==> src/rtl/exram_scrambler.sv <==
module exram_scrambler #(
  parameter int AW = 8,
  parameter int DW = 8,
  parameter int MW = 12
) (
  input  logic          clk,
  input  logic          rst_n,
  input  logic [AW-1:0] cpu_addr,
  input  logic [DW-1:0] wr_data,
  input  logic          rd_en,
  input  logic          wr_en,
  input  logic [MW-1:0] mode,
  output logic [DW-1:0] rd_data,
  output logic          irq_clr
);
  localparam int DEPTH = 1 << AW;
  localparam int HW    = DW / 2;

  logic [DW-1:0] mem [DEPTH];
  logic [DW-1:0] last_rd;
  logic          wb_vld;
  logic [AW-1:0] wb_addr;
  logic [DW-1:0] wb_val;

  wire rd_go = rd_en & ~wr_en;

  wire [AW-1:0] ra = cpu_addr ^ {mode[0], {(AW-1){1'b0}}};
  wire [AW-1:0] wa = mode[1] ? {cpu_addr[AW-3:0], cpu_addr[AW-1:AW-2]} : cpu_addr;

  wire [HW-1:0] lo = mode[2] ? '0 : mode[3] ? '1 : wr_data[HW-1:0];
  wire [HW-1:0] hi = mode[4] ? '0 : mode[5] ? '1 : wr_data[DW-1:HW];
  wire [DW-1:0] wd = {hi, lo};

  wire [DW-1:0] wb_next = (mode[6] ? {DW{1'b0}} : {DW{1'b1}})
                        & (mode[8] ? DW'(ra)    : {DW{1'b1}})
                        & (mode[9] ? last_rd    : {DW{1'b1}});
  wire          wb_req  = rd_go & (mode[9:6] != 4'b0);
  wire          wb_hit  = wr_en & (wa == wb_addr);

  always_ff @(posedge clk) begin
    if (wr_en) mem[wa] <= wd;
    if (wb_vld && !wb_hit) mem[wb_addr] <= wb_val;
  end

  always_ff @(posedge clk) begin
    if (!rst_n) begin
      rd_data <= '0;
      last_rd <= '0;
      wb_vld  <= 1'b0;
      wb_addr <= '0;
      wb_val  <= '0;
      irq_clr <= 1'b0;
    end else begin
      if (rd_go) rd_data <= mem[ra];
      if (rd_go && !mode[11]) last_rd <= mem[ra];
      wb_vld  <= wb_req;
      if (wb_req) begin
        wb_addr <= ra;
        wb_val  <= wb_next;
      end
      irq_clr <= wr_en & mode[10] & (wr_data == '0);
    end
  end
endmodule

==> config.mk <==
export PLATFORM = sky130hd
export DESIGN_NAME = exram_scrambler
export DESIGN_NICKNAME = d
export VERILOG_FILES = /design/src/rtl/exram_scrambler.sv
export SDC_FILE = /design/constraint.sdc
export NUM_CORES = 2
export LEC_CHECK = 0
export CAP_MARGIN = 20
export CELL_PAD_IN_SITES_DETAIL_PLACEMENT = 1
export CELL_PAD_IN_SITES_GLOBAL_PLACEMENT = 2
export CORE_ASPECT_RATIO = 1.75
export CORE_MARGIN = 3
export CORE_UTILIZATION = 30
export DETAILED_ROUTE_END_ITERATION = 8
export DONT_BUFFER_PORTS = 1
export PLACE_DENSITY_LB_ADDON = 0.1
export SLEW_MARGIN = 20
export SYNTH_ARGS = -nofsm -noshare
export SYNTH_HDL_FRONTEND = slang
export SYNTH_SLANG_ARGS = --single-unit
==> constraint.sdc <==
create_clock -name clk -period 4.4 [get_ports clk]
set_input_delay 0.66 -clock clk [delete_from_list [all_inputs] [get_ports clk]]
set_output_delay 0.66 -clock clk [all_outputs]
set_load 0.05 [all_outputs]
# After elaboration in Yosys (flattened, before gate mapping)
# Memory sizes are Yosys's and may differ from the RTL's.
# Cells that the tools add are included.
[totals]
reg_bits = 34
latch_bits = 0
mem_bits_rw = 2048
rom_bits = 0
inputBits = 32
out_inout_bits = 9
wordCells = 35
memories = 1
[classes]
addsub = 0
mul = 0
div = 0
order_cmp = 0
eq_ne = 1
n_shift = 0
mux = 12
bitwise = 9
n_reduce_logical = 6
[mem_list]
columns = ["name", "words", "word_bits", "rd", "rd_ports_with_merged_regs", "wr", "line", "source"]
rows = [
  ["mem", 256, 8, 1, 0, 2, "19", "logic [DW-1:0] mem [DEPTH];"],
]
[ops]
columns = ["op", "count"]
rows = [
  ["$mux W8", 4],
  ["$and A8 B8 Y8", 2],
  ["$mux W4", 4],
  ["$eq A8 B8 Y1", 1],
  ["$logic_not A8 Y1", 1],
  ["$xor A8 B8 Y8", 1],
  ["$and A1 B1 Y1", 5],
  ["$mux W1", 4],
  ["$reduce_bool A4 Y1", 1],
  ["$logic_and A1 B1 Y1", 2],
  ["$logic_not A1 Y1", 2],
  ["$not A1 Y1", 1],
]

# Logic depth before layout (Yosys ltp)
[logic_depth]
depth_word = 7
ltp_mapped = 13
ltp_nobuf = 7

# Worst setup path before layout
# Ideal clock, no wire load.
[synth_timing]
path_type = "in2reg"
from = "input port mode[1]"
to = "memory mem[192][0], enable pin"
setup_ns = 0.376
arrival_ns = 2.978
required_ns = 4.024
setup_slack_ns = 1.046
cell_stages = 13
path_buffers = 7
cell_sequence = "buf_6 -> buf_6 -> mux2i_1 -> xor2_1 -> nand4_1 -> o31a_1 -> or3b_1 -> buf_4 -> buf_12 -> buf_12 -> buf_6 -> buf_6 -> o22ai_1"
[synth_rtl]
columns = ["item", "line", "source"]
rows = [
  ["start: declaration", "12", "input logic [MW-1:0] mode,"],
  ["end: declaration", "19", ""],
]

==> summary.md <==
| Metric | Value |
|---|---|
| Status | `finished, violations left` |
| Violated checks | `slew limit` |
| Post-synth EDFFs | `2048` |
| Slew Viols, Final | `72` |
| Synth top area share | `55.7%` |
| Clock Path Buffers | `4` |
| CTS Sinks | `2082` |
| Routing usage on met2 | `44.9%` |
| First-pass GRT wire length | `647 mm` |
| Reg clk slew, reported paths | `0.07 ns` |
| Most numerous cell on the critical path | `buf_16` |
| Reg2reg start | `wb_addr[5]$_SDFFE_PN0P_` |
| CP Capture Type | `flip-flop` |
| H-tree Lvls | `4` |
| DRC | `0` |
| Synth warn | `0` |
| Final hold vios | `0` |
| DP Wirelength | `304 mm` |
| Max_cap viols | `0` |
| Synth cell count leaders | `edfxtp_1, mux2_2, clkbuf_1` |
| Crit path from | `cpu_addr[2]` |
| Row count | `294` |
| Arr. time, crit path | `4.84 ns` |
| Final hold slack | `0.111 ns` |
| Most common cell in the netlist | `edfxtp_1` |
| Global routing's busiest layer | `met2` |
| Total number of vias | `67000` |
| Worst Path Required | `4.95 ns` |
| Die area | `376000 um^2` |
| Unique masters post-synth | `81` |
| Net count, final | `7086` |
| Die height | `809 um` |
| CP Launch Type | `primary input` |
| Unrepaired setup endpoints after global routing | `false` |
| Worst slew margin | `-6.39%` |
| Area grow syn2layout | `13.5%` |
| Port-buffer cells | `0` |
| First drt pass iteration count | `5` |
| Ranking of synthesized cells by area | `edfxtp_1, mux2_2, mux4_2` |
| Skew-Pair Late Insertion Delay | `0.95 ns` |
| Netlist Area Pre-Place | `110000 um^2` |
| Seq/Total Area, Yosys | `56.3%` |
| Routed WL | `477 mm` |
| Syn_area_per_cell | `15.7 um^2` |
| Min-delay worst type | `in2reg` |
| Post-route minimum period | `4.29 ns` |
| Post-route cell area | `125000 um^2` |
| Leading area contributor after synthesis | `edfxtp_1` |
| CTS tree | `yes` |
| Core box area | `366000 um^2` |
| Overall Global Routing Usage | `24.8%` |
| Critical path's slowest cell | `o22ai_1` |
| Cells after Synth | `7023` |
| # fillers | `37100` |
| Die Span X | `465 um` |
| Maximum VDD drop | `307 uV` |
| Worst setup path end | `mem[213][4]$_DFFE_PP_` |
| First DRT Iteration DRCs | `5760` |
| GP Congestion | `0.842` |
| #FFs+latches synth | `2082` |
| Initial antenna violation count | `39` |
| CP Class | `in2reg` |
| Setup Viol. Count Final | `0` |
| Sum of negative setup slack | `0 ns` |
| Placed instance area | `118000 um^2` |
| Setup Fix Bufs, Post-CTS | `0` |
| Pin count of the biggest net entering global routing | `449` |
| Clock Skew | `0.0406 ns` |
| Least-Margin Pin Slew | `1.60 ns` |
| Total congestion overflow | `0` |
| Total CTS buffers | `218` |
| Static leakage | `40.9 nW` |
| Reg2reg path depth | `5` |
| Grt met1 use | `29.2%` |
| Fmax | `233 MHz` |
| Root Driver | `clkbuf_16` |
| Largest stage delay, worst path | `0.71 ns` |
| Met3 Usage GRT | `2.91%` |
| IO Pins | `41` |
| Pwr dens | `359 nW/um^2` |
| R2r setup slk | `0.71 ns` |
| DR WL/cell | `39.4 um` |
| Critical Path Fanout Max | `93` |
| Syn_nets | `7055` |
| Reg2Reg Capture Point | `mem[41][0]$_DFFE_PP_` |
| Via density | `5.53` |
| Synth async-reset ratio | `0%` |
| Finished Layout Cells | `12100` |
| Initial Util | `30.2%` |
| Register area | `62200 um^2` |
| Share of post-route cells with drive strength above 1 | `50.7%` |
| Number of routed nets with antenna violations | `0` |
| Placed cells | `11700` |
| Top FF cell, synth | `edfxtp_1` |
| Area of the multi-input gates | `45000 um^2` |
| Via count of the first global-routing pass | `71600` |
| Sequence of cells on the critical path | `buf_16 > buf_16 > nand2b_1 > nor2_1 > o21ai_0 > inv_1 > nand2_2 > buf_12 > o22ai_1` |
| Final period utilization | `97.6%` |
layout by cell type (no fill, tap or decap), types with 43 or more instances in the layout:
cell type / netlist / layout
a21oi_1: 56 / 55
a22oi_1: 74 / 74
buf_12: 9 / 64
buf_4: 44 / 483
clkbuf_1: 546 / 47
clkbuf_16: 0 / 222
clkinv_1: 2 / 57
edfxtp_1: 2048 / 2048
mux2_2: 2018 / 2018
mux2i_1: 166 / 165
mux4_2: 454 / 454
nand2_1: 225 / 217
nand2_2: 120 / 128
nor2_1: 175 / 162
nor2_2: 64 / 68
nor2_8: 49 / 49
nor3_1: 45 / 43
o21ai_0: 167 / 161
o22ai_1: 186 / 182
cell families (layout without fill, tap and decap cells):
| kind of cell | Yosys count | count (layout) | share of synthesized area, % |
|---|---|---|---|
| other | 0 | 10 | 0 |
| muxes | 2701 | 2701 | 32.4 |
| DFF | 2082 | 2082 | 56.3 |
| and+or+nand+nor | 838 | 838 | 4.39 |
| xor gates and xnor gates | 10 | 10 | 0.0793 |
| buffers and inverters | 769 | 970 | 3.23 |
| AOI/OAI and AO/OA | 623 | 623 | 3.62 |
worst min path at each step:
stage | start | end | slack (ns) | cells after the start
after floorplan | last_rd[2]$_SDFFE_PN0P_ | last_rd[2]$_SDFFE_PN0P_ | 0.45 | 2
after global placement | last_rd[6]$_SDFFE_PN0P_ | last_rd[6]$_SDFFE_PN0P_ | 0.47 | 2
after detailed placement | last_rd[1]$_SDFFE_PN0P_ | last_rd[1]$_SDFFE_PN0P_ | 0.48 | 2
after CTS | cpu_addr[4] | wb_addr[4]$_SDFFE_PN0P_ | 0.01 | 2
after global routing | rst_n | rd_data[2]$_SDFFE_PN0P_ | 0.07 | 3
final | rst_n | rd_data[2]$_SDFFE_PN0P_ | 0.11 | 3
sequential cells by signal, indices dropped and copies added (netlist names):
signal   cells
wb_val       8
irq_clr      1
wb_vld       1
rd_data      8
last_rd      8
mem       2048
wb_addr      8
layout make-up:
type                            instances  area share (%)
Clock inverter                        122           0.867
Sequential cell                      2082            49.6
Multi-Input combinational cell       4172            35.9
Antenna cell                           10          0.0200
Inverter                               15          0.0469
Clock buffer                          268            4.54
Timing Repair Buffer                  565            4.12
Tap cell                             4884            4.88
through the flow:
stage          worst slack (ns)  util, %  power, W
2_1_floorplan              1.05        -    0.0250
3_3_place_gp              0.193     32.3    0.0264
3_5_place_dp              0.239     32.3    0.0265
4_1_cts                   0.692     34.2    0.0454
5_1_grt                   0.219     34.2    0.0462
6_report                  0.106     34.2    0.0450
where the power goes:
| part | switching, W | internal (W) |
|---|---|---|
| registers | 0.000103 | 0.0219 |
| logic | 0.00245 | 0.00174 |
| clock network | 0.00854 | 0.0103 |
layer usage:
layer  share of wire, %  wire length, um
met3                3.9            18600
met4                5.2            24800
met5             0.0031               15
met2                 52           249000
met1                 39           184000
worst max-delay path: cells and delay by family:
family / cells / cell delay (ns)
AO/OA/AOI/OAI: 2 / 0.90
AND/OR/NAND/NOR: 3 / 1.39
buffers and inverters: 4 / 1.38
what timing repair did:
| action | 4_1_cts | 5_1_grt |
|---|---|---|
| setup endpoints to repair | 0 | 36 |
| gates resized for setup | 0 | 1 |
| hold endpoints to repair | 34 | 1 |
| hold buffers | 11 | 1 |
Power figures use the tool's default switching activity.
